File: config.mk
export PLATFORM = sky130hd
export DESIGN_NAME = tick_timer
export DESIGN_NICKNAME = d
export VERILOG_FILES = /design/src/rtl/tick_timer.sv
export SDC_FILE = /design/constraint.sdc
export NUM_CORES = 1
export LEC_CHECK = 0
export ABC_AREA = 1
export CAP_MARGIN = 20
export CORE_MARGIN = 1
export CORE_UTILIZATION = 55
export DETAILED_ROUTE_END_ITERATION = 12
export DONT_BUFFER_PORTS = 1
export PLACE_DENSITY = 0.7
export SLEW_MARGIN = 20
export SYNTH_ARGS = -nofsm -noshare
export SYNTH_HDL_FRONTEND = slang
export SYNTH_SLANG_ARGS = --single-unit
File: constraint.sdc
create_clock -name clk -period 5.1 [get_ports clk]
set_input_delay 1.02 -clock clk [delete_from_list [all_inputs] [get_ports clk]]
set_output_delay 1.02 -clock clk [all_outputs]
set_load 0.005 [all_outputs]
File: src/rtl/tick_timer.sv
module tick_timer #(
  parameter int PRESCALE = 16,
  parameter int DIV_STEP = 16
) (
  input  logic       clk,
  input  logic       rst_n,
  input  logic       tick_i,
  input  logic [1:0] bus_addr,
  input  logic       bus_wr,
  input  logic [7:0] bus_wdata,
  output logic [7:0] bus_rdata,
  output logic       irq_o,
  input  logic       irq_ack
);
  localparam int PW = (PRESCALE > 1) ? $clog2(PRESCALE) : 1;
  localparam int DW = (DIV_STEP > 1) ? $clog2(DIV_STEP) : 1;
  localparam int SW = 7;

  logic [PW-1:0] pre_q;
  logic [DW-1:0] dsub_q;
  logic [SW-1:0] sub_q;
  logic [7:0]    div_q, cnt_q, mod_q;
  logic [2:0]    ctl_q;
  logic [SW-1:0] period;

  wire wr_div = bus_wr && bus_addr == 2'd0;
  wire wr_cnt = bus_wr && bus_addr == 2'd1;
  wire wr_mod = bus_wr && bus_addr == 2'd2;
  wire wr_ctl = bus_wr && bus_addr == 2'd3;

  wire base     = tick_i && pre_q == PW'(PRESCALE - 1);
  wire div_roll = dsub_q == DW'(DIV_STEP - 1);
  wire sub_done = (sub_q + 1'b1) >= period;
  wire step     = base && ctl_q[2] && sub_done;
  wire ovf      = step && !wr_cnt && cnt_q == 8'hFF;

  always_comb begin
    case (ctl_q[1:0])
      2'b00:   period = SW'(64);
      2'b01:   period = SW'(1);
      2'b10:   period = SW'(4);
      default: period = SW'(16);
    endcase
  end

  always_ff @(posedge clk or negedge rst_n) begin
    if (!rst_n) pre_q <= '0;
    else if (tick_i) pre_q <= base ? '0 : pre_q + 1'b1;
  end

  always_ff @(posedge clk or negedge rst_n) begin
    if (!rst_n) begin
      div_q  <= '0;
      dsub_q <= '0;
    end else if (wr_div) begin
      div_q  <= '0;
      dsub_q <= '0;
    end else if (base) begin
      dsub_q <= div_roll ? '0 : dsub_q + 1'b1;
      if (div_roll) div_q <= div_q + 8'd1;
    end
  end

  always_ff @(posedge clk or negedge rst_n) begin
    if (!rst_n) sub_q <= '0;
    else if (base && ctl_q[2]) sub_q <= sub_done ? '0 : sub_q + 1'b1;
  end

  always_ff @(posedge clk or negedge rst_n) begin
    if (!rst_n) cnt_q <= '0;
    else if (wr_cnt) cnt_q <= bus_wdata;
    else if (ovf) cnt_q <= mod_q;
    else if (step) cnt_q <= cnt_q + 8'd1;
  end

  always_ff @(posedge clk or negedge rst_n) begin
    if (!rst_n) begin
      mod_q <= '0;
      ctl_q <= '0;
      irq_o <= 1'b0;
    end else begin
      if (wr_mod) mod_q <= bus_wdata;
      if (wr_ctl) ctl_q <= bus_wdata[2:0];
      if (ovf) irq_o <= 1'b1;
      else if (irq_ack) irq_o <= 1'b0;
    end
  end

  always_comb begin
    case (bus_addr)
      2'd0:    bus_rdata = div_q;
      2'd1:    bus_rdata = cnt_q;
      2'd2:    bus_rdata = mod_q;
      default: bus_rdata = {5'b0, ctl_q};
    endcase
  end
endmodule

==> results of run 1 <==
==> placed cells by master, fill, tap and decap left out <==
cell       synthesis  routed
nand2_1           68      68
inv_1             51      51
dfrtp_1           43      43
nand3_1           33      33
o21ai_0           25      25
a21oi_1           15      15
nor2_1            14      14
nand4_1           13      13
ha_1               9       9
xor2_1             7       7
nor3_1             6       6
clkbuf_8           0       5
o221ai_1           4       4
inv_2              4       4
o22ai_1            4       4
o21ai_1            4       4
nor2_4             3       3
nor2_2             3       3
xnor2_1            3       3
nand2_2            2       2
nand3_2            2       2
mux2_2             2       2
o211ai_1           1       1
o21bai_1           1       1
nor3_2             1       1
o21ai_4            1       1
and3_1             1       1
o31ai_1            1       1
nand4_2            1       1
clkbuf_1           1       1
bufinv_16          0       1
==> power by group <==
| group | switching [mW] | internal [mW] | leakage, nW |
|---|---|---|---|
| clock | 0.113 | 0.144 | 0.0513 |
| sequential | 0.0652 | 0.410 | 0.536 |
| combinational | 0.140 | 0.0916 | 0.712 |
| total | 0.318 | 0.645 | 1.30 |
==> sequential cells by signal (all words and copies together), names as in the netlist <==
register	flops
irq_o	1
cnt_q	8
mod_q	8
sub_q	7
ctl_q	3
pre_q	4
div_q	8
dsub_q	4
==> kinds of logic (layout without fill, tap and decap cells) <==
| logic type | after synthesis | count (layout) |
|---|---|---|
| fa+ha+maj | 9 | 9 |
| flops | 43 | 43 |
| simple gates | 147 | 147 |
| mux | 2 | 2 |
| compound gates | 56 | 56 |
| xor+xnor | 10 | 10 |
| buf+inv | 60 | 62 |
==> area by class of cell <==
type,count,area share
clock inverters,1,0.0112
clock buffers,6,0.0270
well taps,52,0.0242
inverters,55,0.0767
flip-flops and latches,43,0.400
multi-input cells,224,0.461
==> worst paths after layout <==
kind,to,depth (start not counted),slack (ns),startpoint
worst max-delay path,bus_rdata[1],6,2.32,bus_addr[1]
worst min-delay path,mod_q[6]$_DFFE_PN0P_,0,0.41,rst_n
worst max register to register,cnt_q[4]$_DFFE_PN0P_,13,2.78,sub_q[0]$_DFFE_PN0P_
worst min register to register,mod_q[2]$_DFFE_PN0P_,2,0.49,mod_q[2]$_DFFE_PN0P_
max in group asynchronous,dsub_q[2]$_DFFE_PN0P_,0,4.60,rst_n
min in group clk,mod_q[2]$_DFFE_PN0P_,2,0.49,mod_q[2]$_DFFE_PN0P_
==> stage by stage <==
stage	cell area, um2	util	setup slack (ns)	instances
finish	2690	0.609	2.32	381
global route	2690	0.609	2.23	381
CTS	2690	0.609	2.31	381
detailed placement	2590	0.586	2.32	374
global placement	2590	0.586	2.39	374
floorplan	2550	-	2.48	327
==> routing by layer <==
| layer | track usage | vias to the layer above |
|---|---|---|
| li1 | - | 1085 |
| met1 | 0.301 | 991 |
| met2 | 0.389 | 49 |
| met3 | 0.0722 | 11 |
| met4 | 0.0733 | 0 |
| met5 | 0 | - |
==> metrics.txt, run 1 <==
RSZ-0062 raised after global routing=no; top cells by instance count after synthesis=nand2_1, inv_1, dfrtp_1; Clock Skew=0.00718 ns; CP Class=in -> out; largest family of logic cells by synthesized area=simple AND/OR/NAND/NOR gates; post-CTS sizing=0; Clk Latency, worst-skew pair=0.29 ns; Critical Path AT=1.76 ns; wire per inst=13.9 um; clock buffer depth=2; vias in the first global route=2064; Compound-Gate Fraction of Synth Area=0.125; # hold bufs at CTS=0; first-pass GRT wire length=9.12 mm; status=complete, no violations; area delta synth->final=5.65%; CTS tree=built; Netlist Area Pre-Place=0.00255 mm2; CTS Buf Count=5; Sum Neg Setup Slack=0 ns; Worst VDD drop=0.233 mV; synth unique cells=30; Die ar.=0.00491 mm2; Post-CTS Setup Bufs=0; Rows=24; Gate Count Post-Synth=327; Detail Route Antenna Nets=0; Startpoint Class=input pin; post-synthesis mux area share=0.00885; CP Capture Type=primary output; Initial Util=0.577; IO Pins=24; CP cell instances=inv_1 -> nor2_1 -> inv_1 -> o22ai_1 -> a21oi_1 -> o21ai_0; Vias/cell=5.61; predominant post-synthesis flop cell=dfrtp_1; largest net degree at the start of global routing=44; IO Port Bufs=0; fin crit share=0.545; Slew HR=0.560; Setup-failing EPs final=0; Adder-Cell Fraction of Synth Area=0.0442; Num Clock Sinks=43; HP Class=in -> async; final hold slack=0.409 ns; critical path's top delay family=compound AO/OA/AOI/OAI gates; CP max stage delay=0.20 ns; Yosys warning count=0; Pwr per Cell Area=358 mW/mm2; Simple-Gate Fraction of Synth Area=0.274; synthesized area per cell=7.79 um2; Critical Path Most Common Cell=inv_1; Crit-path slowest cell=nor2_1; layout cells sized above 1=0.0760; DP Wirelength=3.86 mm; met2 wire length=2.47 mm; Max-Cap Viols=0; xor/xnor share of the synthesized area=0.0344; Final Max Slew Viols=0; Met1 Routed Length=2.45 mm; die height=70.0 um; die width=70.0 um; final hold vios=0; # diodes=0; Pwr Total=963 uW; root buf cell=clkbuf_8; clock-pin transition on the worst setup and hold timing paths=0.08 ns; drt drc=0; highest routed layer=met4; 1st-iter DRT viols=164; critical-path maximum fanout=6; register area=0.00108 mm2; metal3 WL=262 um; Lkg Pwr=1.30 nW; H-Tree Depth=2; core region area=0.00441 mm2; Slew @ Worst Pin=0.659 ns; synthesized flop and latch total=43; minimum clock period=2.78 ns; area of the multi-input gates=0.00124 mm2; GPL Wtd Cong=0.839; f_max=0.360 GHz; drt first pass iters=4; initial antenna violation count=0; dominant cell type by area after synthesis=dfrtp_1; Post-synth EDFFs=0; via count=2136; syn_nets=351; Worst Path Required=4.08 ns; nets@finish=353; filler instances=410; global route overflow=0; most frequent cell after synthesis=nand2_1; post-synth top area share=0.423; sequential cell area fraction in the yosys report=0.423; critical path buffer and inverter count=2; Total Wirelength=5.29 mm; Synth area leaders=dfrtp_1, nand2_1, inv_1, nand3_1, o21ai_0; Global Route Usage Sum=0.237; FFs w/ async S/R, synth=1.00
(Power assumes the default switching activity.)
==> inputs of run 2 (changes only) <==
clock period = 2.8 ns   (was 5.1 ns; I/O delays follow)
==> run 2 against run 1 <==
  * Utilization is 0.45 points higher
  * First-iteration DRC count fell by 18%
  * Wire length fell by 0.15%
  * Flip-flop and latch count did not move
  * Critical endpoint is now cnt_q[0]$_DFFE_PN0P_
  * Highest routed layer unchanged
==> metrics.txt, run 2 (synthesis results as in run 1) <==
Die ar.=0.00491 mm2 (unchanged); Setup crit start=sub_q[0]$_DFFE_PN0P_ (was bus_addr[1]); critical-path maximum fanout=10 (was 6); setup ws final=0.592 ns (was 2.32 ns); Regs by FF count=cnt_q (8), div_q (8), mod_q (8) (unchanged); die height=70.0 um (unchanged); 1st-iter DRT viols=134 (was 164); Lkg Pwr=1.31 nW (was 1.30 nW); nets@finish=355 (was 353); commonest non-fill, non-tap cell in the layout=nand2_1 (unchanged); first-pass GRT wire length=9.35 mm (was 9.12 mm); Max-Cap Viols=0 (unchanged); GPL Wtd Cong=0.838 (was 0.839); core region area=0.00441 mm2 (unchanged); final instance area=0.00271 mm2 (was 0.00269 mm2); CP Class=reg -> reg (was in -> out); Detail Route Antenna Nets=0 (unchanged); Rows=24 (unchanged); Slew @ Worst Pin=0.538 ns (was 0.659 ns); Num Clock Sinks=43 (unchanged); fin crit share=0.789; CP Capture Type=flip-flop (was primary output); critical path's top delay family=simple AND/OR/NAND/NOR gates (was compound AO/OA/AOI/OAI gates); most frequent cells in the layout=nand2_1, inv_1, dfrtp_1 (unchanged); Clk Latency, worst-skew pair=0.30 ns (was 0.29 ns); RSZ-0062 raised after global routing=no (unchanged); via count=2113 (was 2136); Pwr per Cell Area=631 mW/mm2 (was 358 mW/mm2); Worst VDD drop=0.313 mV (was 0.233 mV); final hold vios=0 (unchanged); Setup-failing EPs final=0 (unchanged); # diodes=0 (unchanged); area delta synth->final=6.44% (was 5.65%); f_max=0.453 GHz; Slew HR=0.641 (was 0.560); largest net degree at the start of global routing=44 (unchanged); IO Port Bufs=0 (unchanged); HP Class=in -> async (unchanged); Vias/cell=5.52 (was 5.61); critical path buffer and inverter count=2 (unchanged); Critical Path Most Common Cell=nand3_1 (was inv_1); dpl cell area=0.00259 mm2 (about the same); Startpoint Class=flip-flop (was input pin); DP Wirelength=3.91 mm (was 3.86 mm); wire per inst=13.8 um (was 13.9 um); CP max stage delay=0.44 ns (was 0.20 ns); IO Pins=24 (unchanged); Sum Neg Setup Slack=0 ns (unchanged); root buf cell=clkbuf_8 (unchanged); worst r2r src=sub_q[0]$_DFFE_PN0P_ (unchanged); Global Route Usage Sum=0.240 (was 0.237); Critical Path AT=2.39 ns (was 1.76 ns); global route overflow=0 (unchanged); Final Max Slew Viols=0 (unchanged); drt drc=0 (unchanged); initial antenna violation count=0 (unchanged); CTS Buf Count=5 (unchanged); die width=70.0 um (unchanged); CP cell instances=ha_1 -> nand3_1 -> xor2_1 -> inv_1 -> ha_1 -> inv_1 -> o21bai_1 -> nand2_1 -> nand2_1 -> nand2_2 -> nand2_2 -> nand3_1 -> nand3_1 (was inv_1 -> nor2_1 -> inv_1 -> o22ai_1 -> a21oi_1 -> o21ai_0); H-Tree Depth=2 (unchanged); Clock Skew=0.00638 ns (was 0.00718 ns); Initial Util=0.577 (unchanged); fin util=0.614 (was 0.609); clock-pin transition on the worst setup and hold timing paths=0.08 ns (about the same); Total Wirelength=5.28 mm (was 5.29 mm); vias in the first global route=2046 (was 2064); post-place setup slack=0.571 ns (was 2.32 ns); drt first pass iters=4 (unchanged); layout cells sized above 1=0.0846 (was 0.0760); CTS tree=built (unchanged); status=complete, no violations (unchanged); final hold slack=0.0874 ns (was 0.409 ns); Worst Path Required=2.98 ns (was 4.08 ns); clock buffer depth=2 (unchanged); Post-CTS Setup Bufs=0 (unchanged); minimum clock period=2.21 ns; Crit-path slowest cell=dfrtp_1 (was nor2_1)
run 2: cell count changes in the layout (fill, tap and decap cells not counted), sizes merged:
cell / delta
buf: +2
bufinv: -1
clkinv: +1
run 2: through the flow:
stage                     cells  total power [mW]
final                       383              1.71
after global routing        383              1.84
after CTS                   383              1.73
after detailed placement    375              1.30
after global placement      375              1.28
after floorplan             327              1.20
run 2: cell type report:
type,count,area [um2]
sequential,43,1080
inverter,55,206
timing repair buffer,2,35.0
tap,52,65.1
clock buffer,6,82.6
multi-input combinational,224,1240
fill,401,1700
clock inverter,1,5.00
run 2: metal layers:
layer / GRT usage / share of wire
met3: 0.0592 / 0.043
met5: 0 / 0
met4: 0.102 / 0.027
met2: 0.361 / 0.44
met1: 0.331 / 0.49
run 2: worst paths after layout:
kind | slack, ns | end | cells after the start
min | 0.09 | irq_o$_DFFE_PN0P_ | 1
min reg2reg | 0.49 | ctl_q[2]$_DFFE_PN0P_ | 2
max reg2reg | 0.59 | cnt_q[0]$_DFFE_PN0P_ | 13
max in group asynchronous | 2.50 | pre_q[2]$_DFFE_PN0P_ | 1
max | 0.59 | cnt_q[0]$_DFFE_PN0P_ | 13
min in group clk | 0.34 | irq_o$_DFFE_PN0P_ | 1
run 2: where the power goes:
part	internal, mW	leakage, nW	switching, mW	total, mW
sequential	0.746	0.536	0.120	0.866
clock	0.194	0.0470	0.214	0.408
combinational	0.172	0.730	0.264	0.436
total	1.11	1.31	0.598	1.71
run 2: repair_timing:
action,4_1_cts,5_1_grt
resized for setup,0,0
hold buffers,1,0
endpoints found under the hold margin,43,0
